===== src/rtl/spos_pkg.sv =====
package spos_pkg;
  localparam int BYTE_W = 8;

  typedef enum logic [1:0] {
    FK_NONE  = 2'd0,
    FK_SHORT = 2'd1,
    FK_LONG  = 2'd2
  } frame_kind_e;

  // One step of the carry-wrapped 8-bit sum
  function automatic logic [BYTE_W-1:0] csum_add(input logic [BYTE_W-1:0] acc,
                                                 input logic [BYTE_W-1:0] b);
    logic [BYTE_W:0] s;
    s = {1'b0, acc} + {1'b0, b};
    return s[BYTE_W-1:0] + {{(BYTE_W-1){1'b0}}, s[BYTE_W]};
  endfunction
endpackage


===== src/rtl/spos_byte_tracker.sv =====
module spos_byte_tracker
  import spos_pkg::*;
#(
  parameter int SHORT_BYTES = 2,
  parameter int LONG_BYTES  = 4,
  localparam int IDX_W = $clog2(LONG_BYTES + 1)
) (
  input  logic              clk,
  input  logic              rst_n,
  input  logic              rx_valid,
  input  logic [BYTE_W-1:0] rx_byte,
  input  logic              rx_start,
  input  logic              rx_end,
  output logic              frame_start,
  output frame_kind_e       kind,
  output logic              data_we,
  output logic [IDX_W-1:0]  data_idx,
  output logic              csum_we
);
  logic             active_q, active_d;
  frame_kind_e      kind_q, kind_d, id_kind;
  logic [IDX_W-1:0] need_q, need_d;
  logic [IDX_W-1:0] idx_q, idx_d;
  logic             byte_in;

  always_comb begin
    frame_start = rx_valid && rx_start;
    if (!rx_byte[5])      id_kind = FK_SHORT;
    else if (!rx_byte[4]) id_kind = FK_LONG;
    else                  id_kind = FK_NONE;
    byte_in  = active_q && rx_valid && !rx_start;
    data_we  = byte_in && (idx_q < need_q);
    csum_we  = byte_in && (idx_q == need_q);
    data_idx = idx_q;
    kind     = kind_q;
  end

  always_comb begin
    active_d = active_q;
    kind_d   = kind_q;
    need_d   = need_q;
    idx_d    = idx_q;
    if (frame_start) begin
      active_d = (id_kind != FK_NONE);
      kind_d   = id_kind;
      need_d   = (id_kind == FK_LONG) ? IDX_W'(LONG_BYTES) : IDX_W'(SHORT_BYTES);
      idx_d    = '0;
    end else if (csum_we) begin
      active_d = 1'b0;
    end else begin
      if (data_we) idx_d = idx_q + 1'b1;
      if (rx_end)  active_d = 1'b0;
    end
  end

  always_ff @(posedge clk or negedge rst_n) begin
    if (!rst_n) begin
      active_q <= 1'b0;
      kind_q   <= FK_NONE;
      need_q   <= '0;
      idx_q    <= '0;
    end else begin
      active_q <= active_d;
      kind_q   <= kind_d;
      need_q   <= need_d;
      idx_q    <= idx_d;
    end
  end
endmodule


===== src/rtl/spos_csum_acc.sv =====
module spos_csum_acc
  import spos_pkg::*;
(
  input  logic              clk,
  input  logic              rst_n,
  input  logic              clr,
  input  logic              add,
  input  logic [BYTE_W-1:0] din,
  output logic [BYTE_W-1:0] expected
);
  logic [BYTE_W-1:0] acc_q, acc_d;
  logic              acc_en;

  always_comb begin
    acc_en = clr || add;
    acc_d  = clr ? '0 : csum_add(acc_q, din);
    expected = ~acc_q;
  end

  always_ff @(posedge clk or negedge rst_n) begin
    if (!rst_n)      acc_q <= '0;
    else if (acc_en) acc_q <= acc_d;
  end
endmodule


===== src/rtl/spos_slot_store.sv =====
module spos_slot_store
  import spos_pkg::*;
#(
  parameter int SLOTS  = 2,
  parameter int POS_W  = 11,
  parameter int ADDR_W = 4,
  localparam int NBYTES = 2 * SLOTS,
  localparam int HI_W   = POS_W - BYTE_W,
  localparam int IDX_W  = $clog2(NBYTES + 1)
) (
  input  logic                         clk,
  input  logic                         rst_n,
  input  logic                         we,
  input  logic [IDX_W-1:0]             idx,
  input  logic [BYTE_W-1:0]            din,
  output logic [SLOTS-1:0][POS_W-1:0]  slot_pos,
  output logic [SLOTS-1:0][ADDR_W-1:0] slot_addr,
  output logic [SLOTS-1:0]             slot_flag
);
  logic [NBYTES-1:0][BYTE_W-1:0] byte_q;

  for (genvar g = 0; g < NBYTES; g++) begin : g_byte
    logic en;
    assign en = we && (idx == IDX_W'(g));
    always_ff @(posedge clk or negedge rst_n) begin
      if (!rst_n)  byte_q[g] <= '0;
      else if (en) byte_q[g] <= din;
    end
  end

  for (genvar s = 0; s < SLOTS; s++) begin : g_slot
    assign slot_pos[s]  = {byte_q[2*s][BYTE_W-1 -: HI_W], byte_q[2*s+1]};
    assign slot_addr[s] = byte_q[2*s][ADDR_W-1:0];
    assign slot_flag[s] = byte_q[2*s][ADDR_W];
  end
endmodule


===== src/rtl/spos_frame_decoder.sv =====
module spos_frame_decoder
  import spos_pkg::*;
#(
  parameter int POS_W  = 11,
  parameter int ADDR_W = 4,
  parameter int SLOTS  = 2,
  localparam int NBYTES = 2 * SLOTS,
  localparam int IDX_W  = $clog2(NBYTES + 1)
) (
  input  logic              clk,
  input  logic              rst_n,
  input  logic              rx_valid,
  input  logic [7:0]        rx_byte,
  input  logic              rx_start,
  input  logic              rx_end,
  input  logic [ADDR_W-1:0] node_addr,
  input  logic [1:0]        step_mode,
  output logic              pos_load,
  output logic [POS_W-1:0]  pos_value,
  output logic              frame_error
);
  logic                         frame_start, data_we, csum_we;
  frame_kind_e                  kind;
  logic [IDX_W-1:0]             data_idx;
  logic [BYTE_W-1:0]            csum_exp;
  logic [SLOTS-1:0][POS_W-1:0]  slot_pos;
  logic [SLOTS-1:0][ADDR_W-1:0] slot_addr;
  logic [SLOTS-1:0]             slot_flag;

  spos_byte_tracker #(.SHORT_BYTES(2), .LONG_BYTES(NBYTES)) u_track (
    .clk, .rst_n, .rx_valid, .rx_byte, .rx_start, .rx_end,
    .frame_start, .kind, .data_we, .data_idx, .csum_we
  );

  spos_csum_acc u_csum (
    .clk, .rst_n, .clr(frame_start), .add(data_we), .din(rx_byte),
    .expected(csum_exp)
  );

  spos_slot_store #(.SLOTS(SLOTS), .POS_W(POS_W), .ADDR_W(ADDR_W)) u_store (
    .clk, .rst_n, .we(data_we), .idx(data_idx), .din(rx_byte),
    .slot_pos, .slot_addr, .slot_flag
  );

  logic             hit, csum_ok, mode_ok;
  logic [POS_W-1:0] pick_pos;
  logic             load_d, err_d;

  always_comb begin
    hit      = 1'b0;
    pick_pos = slot_pos[0];
    if (kind == FK_SHORT) begin
      hit = !slot_flag[0] || (slot_addr[0] == node_addr);
    end else if (kind == FK_LONG) begin
      // Walk from the last slot down so the lowest matching slot wins
      for (int i = SLOTS - 1; i >= 0; i--) begin
        if (slot_addr[i] == node_addr) begin
          hit      = 1'b1;
          pick_pos = slot_pos[i];
        end
      end
    end
    csum_ok = (rx_byte == csum_exp);
    mode_ok = (step_mode == 2'b00);
    load_d  = csum_we && csum_ok && mode_ok && hit;
    err_d   = csum_we && !csum_ok;
  end

  always_ff @(posedge clk or negedge rst_n) begin
    if (!rst_n) begin
      pos_load    <= 1'b0;
      frame_error <= 1'b0;
    end else begin
      pos_load    <= load_d;
      frame_error <= err_d;
    end
  end

  always_ff @(posedge clk or negedge rst_n) begin
    if (!rst_n)      pos_value <= '0;
    else if (load_d) pos_value <= pick_pos;
  end
endmodule


===== config.mk =====
export PLATFORM = sky130hd
export DESIGN_NAME = spos_frame_decoder
export DESIGN_NICKNAME = d
export VERILOG_FILES = /design/src/rtl/spos_pkg.sv /design/src/rtl/spos_byte_tracker.sv /design/src/rtl/spos_csum_acc.sv /design/src/rtl/spos_slot_store.sv /design/src/rtl/spos_frame_decoder.sv
export SDC_FILE = /design/constraint.sdc
export NUM_CORES = 1
export LEC_CHECK = 0
export BUFFER_PORTS_ARGS = -buffer_cell sky130_fd_sc_hd__buf_2
export CORE_ASPECT_RATIO = 1.2
export CORE_MARGIN = 1
export CORE_UTILIZATION = 55
export CTS_BUF_LIST = sky130_fd_sc_hd__clkbuf_4
export CTS_CLUSTER_DIAMETER = 80
export DETAILED_ROUTE_END_ITERATION = 12
export GPL_TIMING_DRIVEN = 0
export PLACE_DENSITY_LB_ADDON = 0.1
export SETUP_SLACK_MARGIN = 0.02
export SYNTH_ARGS = -nofsm -noshare
export SYNTH_HDL_FRONTEND = slang
export SYNTH_HIERARCHICAL = 1
export SYNTH_SLANG_ARGS = --single-unit

===== constraint.sdc =====
create_clock -name clk -period 5.6 [get_ports clk]
set_clock_uncertainty 0.1 [all_clocks]
set_input_delay 0.84 -clock clk [delete_from_list [all_inputs] [get_ports clk]]
set_output_delay 0.84 -clock clk [all_outputs]
set_load 0.02 [all_outputs]

* After elaboration in Yosys (flattened, before gate mapping)
Index checks and enable logic that the tools add are counted.
W data, S select, Z words.
** Word-level totals
- Flip-flop bits (word level) :: 62
- Input port bits :: 19
- Word-level logic and storage cells :: 70
** Cells by class
- Add/subtract/negate cells :: 3
- Order comparisons :: 1
- Eq/ne operators :: 11
- Multiplexer cells :: 18
- Bitwise logic cells :: 1
- Reduce and logical (&&, ||, !) cells :: 24
** Operator list (number)
- $mux W11 :: 4
- $logic_and A1 B1 Y1 :: 13
- $mux W3 :: 4
- $add A8 B8 Y9 :: 1
- $add A8 B1 Y8 :: 1
- $eq A4 B4 Y1 :: 2
- $eq A8 B8 Y1 :: 1
- $mux W8 :: 1
- $not A8 Y8 :: 1
- $mux W1 :: 7
- $eq A3 B2 Y1 const B :: 2
- $eq A2 B2 Y1 const B :: 2
- $mux W2 :: 2
- $reduce_bool A2 Y1 :: 2
- $add A3 B1 Y3 const B :: 1
- $eq A3 B1 Y1 const B :: 1
- $eq A3 B3 Y1 :: 1
- $logic_not A1 Y1 :: 3
- $logic_not A3 Y1 :: 1
- $lt A3 B3 Y1 :: 1
- $reduce_bool A3 Y1 :: 1
- $eq A2 B1 Y1 const B :: 1
- $logic_not A2 Y1 :: 1
- $logic_or A1 B1 Y1 :: 2
- other kinds (2) :: 2

* Logic depth before layout (Yosys ltp)
- Depth after elaboration :: 6
- Depth in mapped cells :: 14
- Gate-level depth less buffers :: 14

* Modules after synthesis
Netlist, hierarchy kept.
** By module, submodules not included
- spos_slot_store :: times used 1, cells an instance 70, area each 1223.7 um2, sequential area each 800.8 um2
- spos_csum_acc :: times used 1, cells an instance 93, area each 872.1 um2, sequential area each 200.2 um2
- spos_frame_decoder :: times used 1, cells an instance 68, area each 830.8 um2, sequential area each 325.3 um2
- spos_byte_tracker :: times used 1, cells an instance 45, area each 426.7 um2, sequential area each 175.2 um2

* Worst setup path after synthesis
OpenSTA, ideal clock, no wires.
- Path type :: input to register
- From :: input port rx_byte[0]
- To :: register u_csum.acc_q[7]
- Arrival time :: 3677 ps
- Required time :: 5404 ps
- Slack :: 1728 ps
- Stages on the path :: 13
- Path buffers :: 0
- Path through :: ha_1 fa_1 a211oi_1 o21bai_1 a21o_1 a21o_1 a21o_1 ha_1 o2111ai_2 nor4_4 and4_2 or4_1 a311oi_2
** Between the ends
- Word-level cells in the longest chain between the ends :: 3
** RTL lines
- from (decl) :: RTL line spos_frame_decoder.sv:13 : input logic [7:0] rx_byte,
- $add A8 B8 Y9 :: RTL line spos_pkg.sv:14 : s = {1'b0, acc} + {1'b0, b};
- $add A8 B1 Y8 :: RTL line spos_pkg.sv:15 : return s[BYTE_W-1:0] + {{(BYTE_W-1){1'b0}}, s[BYTE_W]};
- $mux W8 :: RTL line spos_csum_acc.sv:16 : acc_d = clr ? '0 : csum_add(acc_q, din);
- to (signal assigned) :: RTL line spos_csum_acc.sv:21 : if (!rst_n) acc_q <= '0;
- to (signal assigned) :: RTL line spos_csum_acc.sv:22 : else if (acc_en) acc_q <= acc_d;
- to (decl) :: RTL line spos_csum_acc.sv:11 : logic [BYTE_W-1:0] acc_q, acc_d;
Every way passes these cells.
A chain may end at the register's enable or synchronous reset.

* Final worst setup path
Same ends and word-level chain as after synthesis.

==> run_results.csv <==
group,metric,value,unit
worst_setup_path,startpoint_type,"input port",
pwr,p_int,0.000738,W
run_status,status,"finished clean",
worst_setup_path,cp.required,5.80,ns
finish,antenna_cells,0,
placed_design,place_ws,1.29,ns
finish,area_growth,12.1,%
clock_network,numCtsBuffers,9,
finish,final_util,64.8,%
pwr,share_comb_of_total_power,22.6,%
sta,max-slew-margin-rel,51.0,%
finish,layout_common_cells,"dfrtp_1, mux2_2, buf_2",
worst_setup_path,crit_chain,"buf_2 > ha_1 > fa_1 > a211oi_1 > o21bai_1 > a21o_1 > a21o_1 > a21o_1 > ha_1 > o2111ai_2 > nor4_4 > and4_2 > or4_1 > a311oi_2",
yosys,netlist_area,3320,sq um
sta,fmax,257,MHz
pwr,switching_share,30.1,%
sta,setup_slack,1.72,ns
worst_setup_path,crit_path_end_kind,"flop",
yosys,synthCells,274,
worst_setup_path,slowest_delay,0.46,ns
grt,grt_util_met1,29.4,%
grt,met3_usage,4.51,%
die,fp.coreArea,5740,sq um
route,drt_wl_total,6160,microns
pwr,peakVddDrop,0.000191,V
route,drc,0,
worst_setup_path,cpMaxStageDelayCell,"fa_1",
sta,setup_viol,0,
clock_network,cts_resized,0,
placed_design,place_inst,385,
clock_network,cts_setup_buffers,0,
yosys,syn-num-nets,307,
grt,grt_pass1_wl,10400,microns
pwr,p_seq_share,48.3,%
sta,tns,0,ns
grt,grt_overflow,0,
clock_network,path_clk_slew,0.11,ns
finish,layout.nets,349,
run,max-cap-violations,0,
worst_setup_path,path_class,"input port to flop",
grt,antenna_found_initial,0,
clock_network,clk_latency,0.39,ns
placed_design,place.gp.congestion,0.799,
pwr,power.density,284,nW/um^2
sta,hold_ws,0.393,ns
clock_network,clk_path_buf_depth,2,
worst_setup_path,arrival,4.08,ns
pwr,clockPowerShare,29.1,%
clock_network,cts_root_buffer,"clkbuf_4",
route,routedWlPerCell,15.4,microns
clock_network,clock-sinks,59,
grt,grt-busiest-layer,"met2",
hold_path,hold_path_class,"input port to asynchronous set/reset pin",
die,row_count,30,
route,num_vias,2198,
grt,grt_usage,22.0,%
placed_design,port_buffers,31,
yosys,yosysWarnings,6,
finish,drive_gt1_share,38.6,%
yosys,syn_area_per_cell,12.1,sq um
die,num_io_pins,32,
pwr,leakage,1.78,nW
placed_design,dp_hpwl,4480,microns
pwr,p_switching,0.000318,W
clock_network,cts_hold_buf,0,
grt,grt.met2_usage,35.2,%
clock_network,cts.htree.levels,3,
grt,grt_pass1_vias,2120,
die,start_util,57.8,%
route,ant_nets,0,
die,die_area,6350,sq um
sta,fin_crit_sh,69.4,%
worst_setup_path,cp_max_fo,6,
route,avgViaCountPerCell,5.48,
sta,drv_slew,0,
sta,finalHoldViolCount,0,
die,chipWidth,72.9,microns
finish,layoutNonFillerInstCount,401,
worst_setup_path,cpMostUsedCell,"a21o_1",
sta,rsz0062_at_grt,"no",
sta,worstMarginPinSlew,0.736,ns
sta,fin_crit,3.88,ns
route,drtIter0Drc,82,
finish,layout_commonest_cell,"dfrtp_1",
clock_network,cts_tree,"built",
grt,grt_max_degree,60,
route,drtPass1Iterations,4,
die,fp.dieH,87.1,microns
==> power by group through the flow <==
stage	clock network (W)	registers, W	logic [W]
after floorplan	0	0.000511	0.000185
after global placement	0	0.000518	0.000232
after detailed placement	0	0.000520	0.000239
after CTS	0.000318	0.000511	0.000240
after global routing	0.000339	0.000518	0.000267
final	0.000307	0.000511	0.000238
==> final timing paths <==
path	from	endpoint	slack, ns	cells past startpoint
worst max-delay path	rx_byte[0]	u_csum/acc_q[7]	1.72	14
worst min-delay path	rst_n	u_track/need_q[1]	0.39	1
worst max register to register	u_csum/acc_q[0]	u_csum/acc_q[7]	1.93	13
worst min register to register	u_store/slot_pos[11]	u_store/slot_pos[11]	0.41	1
max in group asynchronous	rst_n	frame_error	4.51	1
min in group clk	u_store/slot_pos[11]	u_store/slot_pos[11]	0.41	1
==> worst max-delay path: cells and delay by family <==
family                     cells  cell delay (ns)
AOI/OAI and AO/OA              7             1.39
adders and majority gates      3             0.96
and+or+nand+nor                3             0.75
buffers and inverters          1             0.15
==> sequential cells by signal, indices dropped and copies added (netlist names) <==
signal	cells
u_store/slot_flag	1
pos_load	1
u_store/slot_addr	8
u_track/kind	2
u_csum/acc_q	8
u_store/slot_pos	22
u_track/need_q	1
u_track/active_q	1
pos_value	11
u_track/data_idx	3
frame_error	1
==> per-layer routing <==
| layer | vias to the layer above | share of wire (%) |
|---|---|---|
| met3 | 5 | 2.4 |
| met1 | 1083 | 48 |
| met5 | - | 0 |
| li1 | 1077 | - |
| met2 | 33 | 48 |
| met4 | 0 | 1.3 |
==> per-stage QoR <==
| stage | total power [W] | instance area [sq um] |
|---|---|---|
| after detailed placement | 0.000759 | 3570 |
| after global routing | 0.00112 | 3720 |
| after CTS | 0.00107 | 3720 |
| final | 0.00106 | 3720 |
| after floorplan | 0.000697 | 3320 |
| after global placement | 0.000750 | 3570 |
==> cell type report <==
class,count,area (sq um)
Sequential cell,59,1480
Timing Repair Buffer,31,158
Buffer,8,56.3
Multi-Input combinational cell,190,1720
Fill cell,497,2020
Clock buffer,9,67.6
Clock inverter,7,77.6
Inverter,17,63.8
Tap cell,80,100
(Power assumes the default switching activity.)
